File: src/rtl/sbus_pkg.sv
package sbus_pkg;
    localparam int NUM_MASTERS = 2;
    localparam int NUM_TARGETS = 3; // two slaves plus the unmapped responder

    typedef struct packed {
        logic [NUM_MASTERS-1:0] grant;
        logic                   last;  // index of the master served most recently
    } arb_state_t;
endpackage

File: src/rtl/sbus_andor.sv
module sbus_andor #(
    parameter int N = 2,
    parameter int W = 8
) (
    input  logic [N-1:0][W-1:0] din,
    input  logic [N-1:0]        en,
    output logic [W-1:0]        dout
);
    logic [N-1:0][W-1:0] term;

    for (genvar i = 0; i < N; i++) begin : g_and
        assign term[i] = din[i] & {W{en[i]}};
    end

    always_comb begin
        dout = '0;
        for (int i = 0; i < N; i++) begin
            dout = dout | term[i];
        end
    end
endmodule

File: src/rtl/sbus_arbiter.sv
module sbus_arbiter
    import sbus_pkg::*;
(
    input  logic                   clk,
    input  logic                   rst_n,
    input  logic [NUM_MASTERS-1:0] req,
    input  logic [NUM_MASTERS-1:0] lock,
    input  logic                   sel_bus,
    input  logic                   ack_bus,
    output logic [NUM_MASTERS-1:0] grant
);
    arb_state_t st_d, st_q;
    logic       owner;
    logic       held;
    logic [1:0] other_oh;

    always_comb begin
        st_d     = st_q;
        owner    = st_q.grant[1];
        held     = |st_q.grant;
        other_oh = owner ? 2'b01 : 2'b10;
        if (!held) begin
            if (&req) st_d.grant = st_q.last ? 2'b01 : 2'b10;
            else      st_d.grant = req;
        end else if (sel_bus && !ack_bus) begin
            st_d.grant = st_q.grant;
        end else if (sel_bus && lock[owner]) begin
            st_d.grant = st_q.grant;
        end else if (sel_bus) begin
            if (req[~owner])   st_d.grant = other_oh;
            else if (req[owner]) st_d.grant = st_q.grant;
            else               st_d.grant = '0;
        end else begin
            if (req[owner])     st_d.grant = st_q.grant;
            else if (req[~owner]) st_d.grant = other_oh;
            else                st_d.grant = '0;
        end
        if (|st_d.grant) st_d.last = st_d.grant[1];
    end

    always_ff @(posedge clk or negedge rst_n) begin
        if (!rst_n) begin
            st_q.grant <= '0;
            st_q.last  <= 1'b1;
        end else begin
            st_q <= st_d;
        end
    end

    assign grant = st_q.grant;


    grant_onehot_chk: assert property (@(posedge clk) disable iff (!rst_n)
        $onehot0(grant));


    grant_hold_chk: assert property (@(posedge clk) disable iff (!rst_n)
        (|grant && sel_bus && !ack_bus) |=> grant == $past(grant));


    lock_hold_chk: assert property (@(posedge clk) disable iff (!rst_n)
        (sel_bus && ack_bus && |(grant & lock)) |=> grant == $past(grant));
endmodule

File: src/rtl/sbus_decode.sv
module sbus_decode
    import sbus_pkg::*;
#(
    parameter int AW      = 20,
    parameter int SEL_BIT = 15
) (
    input  logic                   clk,
    input  logic                   rst_n,
    input  logic                   sel_bus,
    input  logic [AW-1:SEL_BIT]    addr_hi,
    output logic [NUM_TARGETS-1:0] tgt_en,
    output logic                   dflt_ack
);
    logic unmapped;
    logic dack_d, dack_q;

    always_comb begin
        unmapped  = |addr_hi[AW-1:SEL_BIT+1];
        tgt_en[0] = sel_bus && !unmapped && !addr_hi[SEL_BIT];
        tgt_en[1] = sel_bus && !unmapped &&  addr_hi[SEL_BIT];
        tgt_en[2] = sel_bus &&  unmapped;
        dack_d    = tgt_en[2] && !dack_q;
    end

    always_ff @(posedge clk or negedge rst_n) begin
        if (!rst_n) dack_q <= 1'b0;
        else        dack_q <= dack_d;
    end

    assign dflt_ack = dack_q;


    one_target_chk: assert property (@(posedge clk) disable iff (!rst_n)
        $onehot0(tgt_en));


    dflt_pulse_chk: assert property (@(posedge clk) disable iff (!rst_n)
        dack_q |=> !dack_q);
endmodule

File: src/rtl/shared_bus_seg.sv
module shared_bus_seg
    import sbus_pkg::*;
#(
    parameter int AW      = 20,
    parameter int DW      = 32,
    parameter int SEL_BIT = 15
) (
    input  logic          clk,
    input  logic          rst_n,
    input  logic          m0_req,
    input  logic          m0_lock,
    input  logic          m0_sel,
    input  logic          m0_rnw,
    input  logic [AW-1:0] m0_addr,
    input  logic [DW-1:0] m0_wdata,
    output logic          m0_grant,
    output logic          m0_ack,
    output logic [DW-1:0] m0_rdata,
    input  logic          m1_req,
    input  logic          m1_lock,
    input  logic          m1_sel,
    input  logic          m1_rnw,
    input  logic [AW-1:0] m1_addr,
    input  logic [DW-1:0] m1_wdata,
    output logic          m1_grant,
    output logic          m1_ack,
    output logic [DW-1:0] m1_rdata,
    output logic [AW-1:0] bus_addr,
    output logic [DW-1:0] bus_wdata,
    output logic          bus_rnw,
    output logic          s0_en,
    input  logic          s0_ack,
    input  logic [DW-1:0] s0_rdata,
    output logic          s1_en,
    input  logic          s1_ack,
    input  logic [DW-1:0] s1_rdata
);
    logic [NUM_MASTERS-1:0] grant;
    logic [1:0]             ctl_bus;
    logic                   sel_bus;
    logic                   ack_bus;
    logic [DW-1:0]          rdata_bus;
    logic [NUM_TARGETS-1:0] tgt_en;
    logic                   dflt_ack;

    sbus_arbiter u_arb (
        .clk     (clk),
        .rst_n   (rst_n),
        .req     ({m1_req, m0_req}),
        .lock    ({m1_lock, m0_lock}),
        .sel_bus (sel_bus),
        .ack_bus (ack_bus),
        .grant   (grant)
    );

    sbus_andor #(.N(NUM_MASTERS), .W(AW)) u_addr_mux (
        .din ({m1_addr, m0_addr}), .en (grant), .dout (bus_addr));

    sbus_andor #(.N(NUM_MASTERS), .W(DW)) u_wdata_mux (
        .din ({m1_wdata, m0_wdata}), .en (grant), .dout (bus_wdata));

    sbus_andor #(.N(NUM_MASTERS), .W(2)) u_ctl_mux (
        .din ({{m1_rnw, m1_sel}, {m0_rnw, m0_sel}}), .en (grant), .dout (ctl_bus));

    assign bus_rnw = ctl_bus[1];
    assign sel_bus = ctl_bus[0];

    sbus_decode #(.AW(AW), .SEL_BIT(SEL_BIT)) u_dec (
        .clk      (clk),
        .rst_n    (rst_n),
        .sel_bus  (sel_bus),
        .addr_hi  (bus_addr[AW-1:SEL_BIT]),
        .tgt_en   (tgt_en),
        .dflt_ack (dflt_ack)
    );

    assign s0_en = tgt_en[0];
    assign s1_en = tgt_en[1];

    sbus_andor #(.N(NUM_TARGETS), .W(DW)) u_rdata_mux (
        .din ({{DW{1'b0}}, s1_rdata, s0_rdata}), .en (tgt_en), .dout (rdata_bus));

    sbus_andor #(.N(NUM_TARGETS), .W(1)) u_ack_mux (
        .din ({dflt_ack, s1_ack, s0_ack}), .en (tgt_en), .dout (ack_bus));

    assign m0_grant = grant[0];
    assign m1_grant = grant[1];
    assign m0_ack   = ack_bus & grant[0];
    assign m1_ack   = ack_bus & grant[1];
    assign m0_rdata = rdata_bus & {DW{grant[0]}};
    assign m1_rdata = rdata_bus & {DW{grant[1]}};


    single_ack_chk: assert property (@(posedge clk) disable iff (!rst_n)
        !(m0_ack && m1_ack));


    idle_bus_chk: assert property (@(posedge clk) disable iff (!rst_n)
        !(m0_grant || m1_grant) |-> (bus_addr == '0 && bus_wdata == '0 && !bus_rnw));
endmodule

File: config.mk
export PLATFORM = sky130hd
export DESIGN_NAME = shared_bus_seg
export DESIGN_NICKNAME = d
export VERILOG_FILES = /design/src/rtl/sbus_pkg.sv /design/src/rtl/sbus_andor.sv /design/src/rtl/sbus_arbiter.sv /design/src/rtl/sbus_decode.sv /design/src/rtl/shared_bus_seg.sv
export SDC_FILE = /design/constraint.sdc
export NUM_CORES = 1
export LEC_CHECK = 0
export BUFFER_PORTS_ARGS = -buffer_cell sky130_fd_sc_hd__buf_4
export CORE_AREA = 2 2 119 121
export CTS_CLUSTER_DIAMETER = 150
export CTS_CLUSTER_SIZE = 10
export DETAILED_ROUTE_END_ITERATION = 8
export DIE_AREA = 0 0 121 123
export PLACE_DENSITY_LB_ADDON = 0.1
export SETUP_SLACK_MARGIN = 0.5
export SYNTH_ARGS = -nofsm -noshare
export SYNTH_HDL_FRONTEND = slang
export SYNTH_HIERARCHICAL = 1
export SYNTH_SLANG_ARGS = --single-unit
File: constraint.sdc
create_clock -name clk -period 4.1 [get_ports clk]
set_clock_uncertainty 0.05 [all_clocks]
set_input_delay 0.205 -clock clk [delete_from_list [all_inputs] [get_ports clk]]
set_output_delay 0.205 -clock clk [all_outputs]
set_load 0.03 [all_outputs]
==> results of run 1 <==
==> worst max-delay path by stage <==
stage                                     end  depth (start not counted)
global placement    u_arb/st_q[0]$_DFFE_PN1P_                         10
finish                           m1_rdata[14]                          8
floorplan           u_arb/st_q[0]$_DFFE_PN1P_                         11
CTS                              m0_rdata[29]                          8
global route                     m1_rdata[14]                          8
detailed placement  u_arb/st_q[0]$_DFFE_PN1P_                          9
==> power by group <==
group          internal [µW]  switching (µW)  total, µW
Clock                    128            27.6        156
Sequential              65.0            92.2        157
Combinational           1020            1540       2560
==> cell families after synthesis <==
kind of cell           after synthesis
AND/OR/NAND/NOR                     84
other                                1
AO/OA/AOI/OAI                      100
buffers and inverters               63
flip-flops                           4
==> per-stage QoR <==
stage	total power, µW	utilization
5_1_grt	3060	0.328
3_3_place_gp	2740	0.321
3_5_place_dp	2750	0.321
6_report	2870	0.328
2_1_floorplan	1890	-
4_1_cts	2910	0.328
==> routing by layer <==
metal / share of wire / vias up / global-route usage
li1: - / 1567 / -
met1: 0.42 / 1459 / 0.183
met2: 0.51 / 134 / 0.244
met3: 0.062 / 8 / 0.0226
met4: 0.0079 / 0 / 0.0189
met5: 0 / - / 0
==> registers in the layout (all words and copies together) (netlist names) <==
register / cells
u_arb/st_q: 1
u_arb/grant: 2
u_dec/dflt_ack: 1
==> area by class of cell <==
class / count / area (µm²) / area share
timing repair buffer: 309 / 2320 / 0.520
inverter: 35 / 131 / 0.0294
sequential: 4 / 104 / 0.0232
clock buffer: 4 / 78.8 / 0.0176
tap: 180 / 225 / 0.0504
multi-input combinational: 216 / 1610 / 0.359
==> repair_timing <==
action                                  4_1_cts  5_1_grt
endpoints found under the setup margin        0       11
gates resized for setup                       0        2
endpoints found under the hold margin         4        0
hold buffers                                  1        0
==> tightest hold or removal path, cell delays in order <==
cell     delay [ns]
buf_4          0.13
nand3_1        0.09
o31ai_2        0.07
==> cell usage after synthesis <==
master,instances,share of area
a21boi_2,1,0.0057
buf_2,3,0.0076
nor2_1,2,0.0038
a222oi_1,33,0.17
conb_1,1,0.0019
nor2_4,1,0.0057
nand2_1,2,0.0038
inv_1,35,0.067
nand2b_1,2,0.0064
and3_1,1,0.0032
nand3b_1,3,0.011
buf_4,2,0.0076
o2111ai_1,1,0.0045
o211ai_1,1,0.0038
and3b_1,1,0.0045
a21oi_1,1,0.0025
nand3_1,1,0.0025
clkbuf_2,6,0.015
buf_6,17,0.097
a22o_2,2,0.010
o31ai_2,1,0.0064
o21ai_0,2,0.0051
nand4b_1,1,0.0045
and2_2,23,0.088
a221oi_2,1,0.0076
nor3b_1,2,0.0076
a22o_1,52,0.23
nor2b_1,1,0.0032
a21boi_0,1,0.0038
dfstp_2,1,0.013
a21o_2,2,0.0089
a31oi_1,1,0.0032
o21a_1,1,0.0038
dfrtp_1,3,0.038
and2_1,43,0.14
nor4_2,1,0.0064
==> cells in the final DEF (no fill, tap or decap), drive strengths merged <==
cell type,n
buf,308
clkbuf,4
a21o,2
a21boi,2
a21oi,1
a222oi,33
o211ai,1
and2,66
o31ai,1
and3b,1
inv,35
o21a,1
nand3b,3
nand4b,1
a31oi,1
nor4,1
dfstp,1
nand2,2
nor2,3
dfrtp,3
dlygate4sd3,1
and3,1
conb,32
nor3b,2
o2111ai,1
o21ai,2
nand3,1
a221oi,1
nor2b,1
nand2b,2
a22o,54
==> out/results.ini, run 1 <==
[status]
status=finished clean

[worst_setup_path]
cp_cell_sequence=buf_4 > a22o_1 > and3b_2 > buf_4 > a222oi_1 > inv_1 > and2_1 > buf_4
crit_fanout=35
cp_top_family=buffers and inverters
crit_top_cell=buf_4
r2r_slack_ns=0.92
crit-reg2reg-launch=u_arb/grant[1]$_DFF_PN0_
timing.critical_path.buf_inv=4
critPathLaunchType=register
startpoint=u_arb/grant[1]$_DFF_PN0_
cp_slowest_cell=dfrtp_2
rr_worst_depth=10
critPathRequiredTime_ns=3.85
r2r_end=u_arb/st_q[0]$_DFFE_PN1P_
critical_path_arrival_ns=2.99
cpPeakStageDelay_ns=0.65
worst-setup-path-type=reg2out
end_kind=output port

[finish]
fill_cells=1497
finalNetCount=749
n_antenna_cell=0
layout.cells.non_filler=748
stdcell_area_um2=4470
drive_gt1_frac=0.614
layout-area-overhead-vs-synth_pct=127

[timing]
period_needed_ns=3.25
fin_crit_sh=0.792
maxSlewViolCount=0
worst_slack_ns=0.855
hold_violations=0
tightest_slew_ns=0.587
tns_ns=0
setup_violations=0
rsz0062_at_grt=no
fmax_ghz=0.308
holdWs_ns=0.258
max_slew_margin=0.609

[clock_tree]
cts_tree=built
cts.sinks=4
post_cts_buffers=0
cts_buffers=3
clockRootBuffer=clkbuf_16
path_clk_slew_ns=0.03
htreeDepth=1
clk_latency_ns=0.22
cts_buffer_depth=2

[synth]
ys_types=36
netlist_instances=252
synthMuxAreaShare=0
synthSimpleGateAreaFrac=0.287
syn_area_um2=1970
synth-adder-area-share=0
synth_seq_cells=4
synthXorXnorAreaFrac=0
yosysWarnings=6
synth_top_family_by_area=compound AO/OA/AOI/OAI gates
seq_area_frac_synth=0.0515
synth_compound_area_frac=0.465
avgSynthCellArea_um2=7.81

[global_routing]
grt_overflow=0
grt_usage=0.139
grt_pass1_vias=2842
antenna_found_initial=0
grt_max_degree=60
grt_pass1_wl_um=16200

[die]
die_x_um=121
core-area_um2=13600
rows=43
num_io_pins=303
floorplan.initialDensity=0.145
die_y_um=123
fp.dieArea_um2=14900

[power_and_ir_drop]
p_per_area_nw_per_um2=644
peakVddDrop_v=0.000220
total_leakage_power_uw=0.00258

[placed_design]
portBuffers=302
dp_cells=743
dpl.hpwl_um=9970
place_area_um2=4380
routabilityCongestion=0.771
dp_slack_ns=0.876

[drt]
dr.pass1.iters=5
num_vias=3168
wirelength_um=12000
vias_per_cell=4.24
drc_errors=0
ant_nets=0
drt-initial-drc-count=279
wire_per_inst_um=16.1

[worst_hold_path]
hold_end=u_arb/grant[1]$_DFF_PN0_
hold_start=m1_req
hold_depth=3
min_path_type=in2reg

[flow_run]
cap_violations=0

Note: power is estimated with default switching activity, not from simulation.
==> run 2: changes to the inputs <==
--- a/config.mk
+++ b/config.mk
@@ -5,12 +5,13 @@
 export SDC_FILE = /design/constraint.sdc
 export NUM_CORES = 1
 export LEC_CHECK = 0
+export ABC_AREA = 1
 export BUFFER_PORTS_ARGS = -buffer_cell sky130_fd_sc_hd__buf_4
-export CORE_AREA = 2 2 119 121
+export CORE_AREA = 2 2 118 120
 export CTS_CLUSTER_DIAMETER = 150
 export CTS_CLUSTER_SIZE = 10
 export DETAILED_ROUTE_END_ITERATION = 8
-export DIE_AREA = 0 0 121 123
+export DIE_AREA = 0 0 120 122
 export PLACE_DENSITY_LB_ADDON = 0.1
 export SETUP_SLACK_MARGIN = 0.5
 export SYNTH_ARGS = -nofsm -noshare
==> constraint.sdc (replaced) <==
create_clock -name clk -period 2.8 [get_ports clk]
set_clock_uncertainty 0.05 [all_clocks]
set_input_delay 0.14 -clock clk [delete_from_list [all_inputs] [get_ports clk]]
set_output_delay 0.14 -clock clk [all_outputs]
set_load 0.03 [all_outputs]
==> out/results.ini, run 2 <==
[worst_setup_path]
rr_worst_depth=14  ; +4
critical_path_arrival_ns=1.99  ; -1.00 ns
worst-setup-path-type=reg2out
r2r_slack_ns=0.85  ; -0.07 ns
critPathLaunchType=register
end_kind=output port
critPathRequiredTime_ns=2.61  ; -1.24 ns
crit_fanout=10  ; -71%

[synth]
synth_common_cells=nand2_1 (344), inv_1 (74), nand3_2 (32), buf_6 (25), nand3_1 (7)
synth_top_family_by_area=simple AND/OR/NAND/NOR gates
synth_edf_count=0  ; unchanged
syn_area_um2=2430  ; +24%
synth_seq_cells=4  ; unchanged
yosysTopAreaCellShare=0.531  ; +0.300
netlist_instances=508  ; +100%
synthXorXnorAreaFrac=0  ; unchanged
ys_types=17  ; -53%
avgSynthCellArea_um2=4.79  ; -39%
synth_top_area_cell=nand2_1
synth.most_common_cell=nand2_1
synth-adder-area-share=0  ; unchanged
async_reset_ff_frac=1.00  ; unchanged
synthSimpleGateAreaFrac=0.699  ; +0.412
yosysWarnings=6  ; unchanged
netlist_top_cells_area=nand2_1 (53%), nand3_2 (13%), buf_6 (12%)
synthMuxAreaShare=0  ; unchanged
synth_compound_area_frac=0.0134  ; -0.451
synth_ff_type=dfrtp_1
seq_area_frac_synth=0.0417  ; -0.00981

[worst_hold_path]
min_path_type=in2async

[die]
rows=43  ; unchanged
die_x_um=120  ; -0.83%
die_y_um=122  ; -0.81%
floorplan.initialDensity=0.180  ; +0.0354
num_io_pins=303  ; unchanged
fp.dieArea_um2=14600  ; -1.6%
core-area_um2=13500  ; -0.79%

[power_and_ir_drop]
netSwitchingFraction=0.612  ; +0.0347
p_per_area_nw_per_um2=853  ; +33%
comb_power_share=0.917  ; +0.026
clock_power_share=0.053  ; about the same
p_switching_uw=2690  ; +62%
total_leakage_power_uw=0.00358  ; +39%
p_int_uw=1700  ; +40%
peakVddDrop_v=0.000431  ; +96%
power_frac_seq=0.030  ; -0.025

[global_routing]
antenna_found_initial=0  ; unchanged
grt_usage=0.158  ; +0.0195
grt_max_degree=48  ; -20%
grt_pass1_vias=3843  ; +35%
grt_overflow=0  ; unchanged
grt_pass1_wl_um=18800  ; +16%

[finish]
top_register=u_arb/grant
fill_cells=1490  ; -0.47%
finalNetCount=1019  ; +36%
n_antenna_cell=0  ; unchanged
final_cell_mix=nand2_1 (338), buf_4 (311), inv_1 (74)
finish.utilization=0.381  ; +0.0528
drive_gt1_frac=0.450  ; -0.165
layout-area-overhead-vs-synth_pct=112
final_common_cell=nand2_1
largest_reg_flops=2  ; unchanged

[drt]
vias_per_cell=3.94  ; -6.9%
ant_nets=0  ; unchanged
drc_errors=0  ; unchanged
num_vias=4015  ; +27%
dr.pass1.iters=5  ; unchanged
wirelength_um=12900  ; +7.2%
wire_per_inst_um=12.7  ; -21%
drt-initial-drc-count=149  ; -47%

[clock_tree]
cts.sinks=4  ; unchanged
htreeDepth=1  ; unchanged
path_clk_slew_ns=0.03  ; about the same
clk_latency_ns=0.23  ; about the same
cts_tree=built
cts_buffer_depth=2  ; unchanged
cts_buffers=3  ; unchanged
clockRootBuffer=clkbuf_16

[timing]
maxSlewViolCount=0  ; unchanged
hold_violations=0  ; unchanged
rsz0062_at_grt=no
period_needed_ns=2.18
fmax_ghz=0.458
fin_crit_sh=0.779
tns_ns=0  ; unchanged
setup_violations=0  ; unchanged

[placed_design]
dpl.hpwl_um=10500  ; +5.5%
portBuffers=302  ; unchanged
routabilityCongestion=0.842  ; +9.2%

[flow_run]
cap_violations=0  ; unchanged

[status]
status=finished clean

==> run 2: cell types whose count changed in the layout (fill, tap and decap cells not counted), sizes merged, moves of 6 or more <==
| cell | previous run | this run |
|---|---|---|
| inv | 35 | 75 |
| nand3 | 1 | 39 |
| nand2 | 2 | 346 |
| nor2 | 3 | 9 |
| a22o | 54 | 0 |
| and2 | 66 | 0 |
| buf | 308 | 319 |
| a222oi | 33 | 0 |
==> run 2: cells by family (layout without fill, tap and decap cells) <==
kind of cell	after synthesis	in the layout
compound gates	5	5
other cells	1	32
simple gates	394	394
buf+inv	104	403
flops	4	4
==> run 2: worst paths after layout <==
path,endpoint,from
max,m1_rdata[31],u_arb/grant[0]$_DFF_PN0_
min,u_arb/grant[1]$_DFF_PN0_,rst_n
min reg2reg,u_dec/dflt_ack$_DFF_PN0_,u_dec/dflt_ack$_DFF_PN0_
max reg2reg,u_arb/st_q[0]$_DFFE_PN1P_,u_arb/grant[0]$_DFF_PN0_
min in group clk,u_arb/grant[0]$_DFF_PN0_,m0_req
max in group asynchronous,u_arb/st_q[0]$_DFFE_PN1P_,rst_n
==> run 2: power groups by stage <==
stage          Combinational [µW]  Sequential [µW]  Clock (µW)
2_1_floorplan                2770              118           0
3_3_place_gp                 3870              168           0
3_5_place_dp                 3880              173           0
4_1_cts                      3980              141         233
5_1_grt                      4370              136         241
6_report                     4030              132         231
==> run 2: cell type report <==
| class | count | area [µm²] | share of cell area |
|---|---|---|---|
| multi-input cells | 431 | 1910 | 0.371 |
| flip-flops and latches | 4 | 104 | 0.0202 |
| clock buffers | 4 | 78.8 | 0.0153 |
| repair buffers | 324 | 2550 | 0.495 |
| inverters | 75 | 282 | 0.0547 |
| well taps | 180 | 225 | 0.0438 |
==> run 2: stage by stage <==
step                setup WS [ns]  hold slack (ns)  total power, µW  std cells  cell area (µm²)
finish                      0.617            0.201             4390       1018             5140
global route                0.496            0.200             4740       1018             5140
CTS                         0.552            0.208             4350       1010             5020
detailed placement          0.488           -0.109             4050        999             4860
global placement            0.550           -0.110             4040        999             4860
floorplan                   0.516           -0.206             2890        539             2600
==> run 2: layer usage <==
layer,up-vias,GRT usage,wire length (µm)
li1,2098,-,-
met4,0,0.0412,204
met1,1718,0.167,4700
met2,185,0.303,6730
met5,-,0,0
met3,14,0.0492,1280
==> run 2: timing repair <==
action,in CTS,in global routing
endpoints found under the setup margin,66,52
cloned,0,4
endpoints found under the hold margin,4,0
setup buffers,6,4
pin swaps,2,3
hold buffers,1,0
resized for setup,0,2
==> run 2: worst max-delay path: stages (launching register included) <==
cell and delay, ns:
dfrtp_2 0.41, clkbuf_2 0.18, nand2_1 0.07, nand2_1 0.18
inv_1 0.10, nor2_4 0.11, buf_12 0.14, buf_12 0.13
nand2_1 0.06, nand3_1 0.11, nand2_1 0.06, inv_1 0.07
buf_4 0.15
==> run 3: changes to the inputs <==
--- a/config.mk
+++ b/config.mk
@@ -5,7 +5,7 @@
 export SDC_FILE = /design/constraint.sdc
 export NUM_CORES = 1
 export LEC_CHECK = 0
-export ABC_AREA = 1
+export ABC_AREA = 0
 export BUFFER_PORTS_ARGS = -buffer_cell sky130_fd_sc_hd__buf_4
 export CORE_AREA = 2 2 118 120
 export CTS_CLUSTER_DIAMETER = 150
==> constraint.sdc (replaced) <==
create_clock -name clk -period 1.9 [get_ports clk]
set_clock_uncertainty 0.05 [all_clocks]
set_input_delay 0.095 -clock clk [delete_from_list [all_inputs] [get_ports clk]]
set_output_delay 0.095 -clock clk [all_outputs]
set_load 0.03 [all_outputs]
==> out/results.ini, run 3 (synthesized netlist as in run 1, its figures left out) <==
[status]
status=finished, violations left
violations=negative setup slack

[clock_tree]
path_clk_slew_ns=0.03  ; about the same
clk_latency_ns=0.23  ; about the same
cts.sinks=4  ; unchanged
cts_buffers=3  ; unchanged
cts_buffer_depth=2  ; unchanged
htreeDepth=1  ; unchanged
cts_tree=built
clockRootBuffer=clkbuf_16

[worst_setup_path]
rr_worst_depth=10  ; -4
critical_path_arrival_ns=2.65  ; +0.66 ns
r2r_slack_ns=-0.66  ; -1.51 ns
crit-reg2reg-launch=u_arb/grant[1]$_DFF_PN0_
crit_fanout=5  ; -5
critPathLaunchType=register
end_kind=register
worst-setup-path-type=reg2reg
r2r_end=u_arb/st_q[0]$_DFFE_PN1P_
critPathRequiredTime_ns=1.98  ; -0.63 ns

[die]
floorplan.initialDensity=0.146  ; -0.0343
die_y_um=122  ; unchanged
rows=43  ; unchanged
die_x_um=120  ; unchanged
fp.dieArea_um2=14600  ; unchanged
num_io_pins=303  ; unchanged
core-area_um2=13500  ; unchanged

[drt]
dr.pass1.iters=8  ; +3
wirelength_um=12500  ; -2.8%
vias_per_cell=4.34  ; +10%
drt-initial-drc-count=240  ; +61%
wire_per_inst_um=16.0  ; +26%
num_vias=3413  ; -15%
drc_errors=0  ; unchanged
ant_nets=0  ; unchanged

[power_and_ir_drop]
p_switching_uw=4070  ; +52%
p_per_area_nw_per_um2=1460  ; +72%
comb_power_share=0.932  ; +0.015
netSwitchingFraction=0.494  ; -0.118
total_leakage_power_uw=0.00305  ; -15%
clock_power_share=0.041  ; -0.012
power_frac_seq=0.027  ; -0.003
p_int_uw=4170  ; +140%
peakVddDrop_v=0.000911  ; +110%

[placed_design]
dpl.hpwl_um=9170  ; -13%
dp_cells=755  ; -24%
portBuffers=302  ; unchanged
routabilityCongestion=0.800  ; -4.9%

[global_routing]
grt_pass1_vias=3182  ; -17%
grt_max_degree=47  ; -2.1%
grt_overflow=0  ; unchanged
grt_pass1_wl_um=17400  ; -7.5%
antenna_found_initial=2  ; +2
grt_usage=0.148  ; -0.00990

[finish]
layout-area-overhead-vs-synth_pct=186
top_register=u_arb/grant
finalNetCount=785  ; -23%
final_cell_mix=buf_4 (207), buf_6 (119), and2_4 (66)
drive_gt1_frac=0.717  ; +0.267
layout.cells.non_filler=786  ; -23%
largest_reg_flops=2  ; unchanged
final_common_cell=buf_4

[timing]
maxSlewViolCount=0  ; unchanged
hold_violations=0  ; unchanged
fin_crit_sh=1.35
worst_slack_ns=-0.664  ; -1.28 ns
period_needed_ns=2.56
setup_violations=72  ; +72
fmax_ghz=0.390
holdWs_ns=0.152  ; -0.0490 ns
rsz0062_at_grt=yes

[worst_hold_path]
min_path_type=in2async

[flow_run]
cap_violations=0  ; unchanged

[run 3: changes by cell type in the layout (fill, tap and decap cells not counted), sizes merged, moves of 3 or more]
cell    previous run  this run
nand3             39         1
nor2               9         3
nand2            346         2
buf              319       342
inv               75        35
nand3b             0         3
and2               0        66
a22o               0        54
a222oi             0        33
[run 3: layout make-up]
class,count,area (µm²)
Inverter,35,131
Timing Repair Buffer,345,3290
Clock buffer,4,78.8
Sequential cell,4,106
Antenna cell,2,5.00
Tap cell,180,225
Fill cell,1354,7880
Multi-Input combinational cell,216,1790
[run 3: power by group through the flow]
stage	clock, µW	sequential [µW]	combinational [µW]
after floorplan	0	171	4300
after global placement	0	210	6200
after detailed placement	0	221	6200
after CTS	340	224	7400
after global routing	347	223	8130
final	339	219	7680
[run 3: routing by layer]
metal / track usage / routed length [µm]
met1: 0.168 / 4610
met2: 0.286 / 6680
met3: 0.0379 / 1150
met4: 0.0191 / 102
met5: 0 / 0
[run 3: through the flow]
step / utilization / TNS [ns] / worst slack [ns] / area (µm²) / total power [µW]
finish: 0.417 / -42.60 / -0.664 / 5630 / 8240
global route: 0.417 / -51.44 / -0.760 / 5630 / 8700
CTS: 0.400 / -42.21 / -0.644 / 5410 / 7970
detailed placement: 0.345 / -28.84 / -0.553 / 4650 / 6420
global placement: 0.345 / -26.01 / -0.517 / 4650 / 6410
floorplan: - / -33.39 / -0.844 / 2250 / 4470
[run 3: critical path: stages (launching register included)]
cell and delay, ns:
dfrtp_4 0.51, a22o_4 0.24, nor4_4 0.36, and3_2 0.30
a222oi_1 0.09, inv_1 0.14, buf_4 0.13, nand3b_1 0.08
a221oi_2 0.26, o31ai_2 0.12, nand3b_1 0.18
[run 3: how the worst max path moves through the flow]
stage	from	endpoint	slack, ns	cells after the start
after floorplan	u_arb/grant[0]$_DFF_PN0_	u_arb/st_q[0]$_DFFE_PN1P_	-0.84	11
after global placement	u_arb/grant[1]$_DFF_PN0_	u_arb/st_q[0]$_DFFE_PN1P_	-0.52	9
after detailed placement	u_arb/grant[1]$_DFF_PN0_	u_arb/st_q[0]$_DFFE_PN1P_	-0.55	9
after CTS	u_arb/grant[1]$_DFF_PN0_	m1_rdata[5]	-0.64	9
after global routing	u_arb/grant[1]$_DFF_PN0_	u_arb/st_q[0]$_DFFE_PN1P_	-0.76	11
final	u_arb/grant[1]$_DFF_PN0_	u_arb/st_q[0]$_DFFE_PN1P_	-0.66	10
[run 3: repair_timing]
item | 4_1_cts | 5_1_grt
buffers inserted | 12 | 4
endpoints found under the hold margin | 4 | 0
gates resized for setup | 115 | 35
gates cloned | 5 | 3
setup endpoints to repair | 123 | 123
pin swaps | 32 | 20
hold buffers | 1 | 0
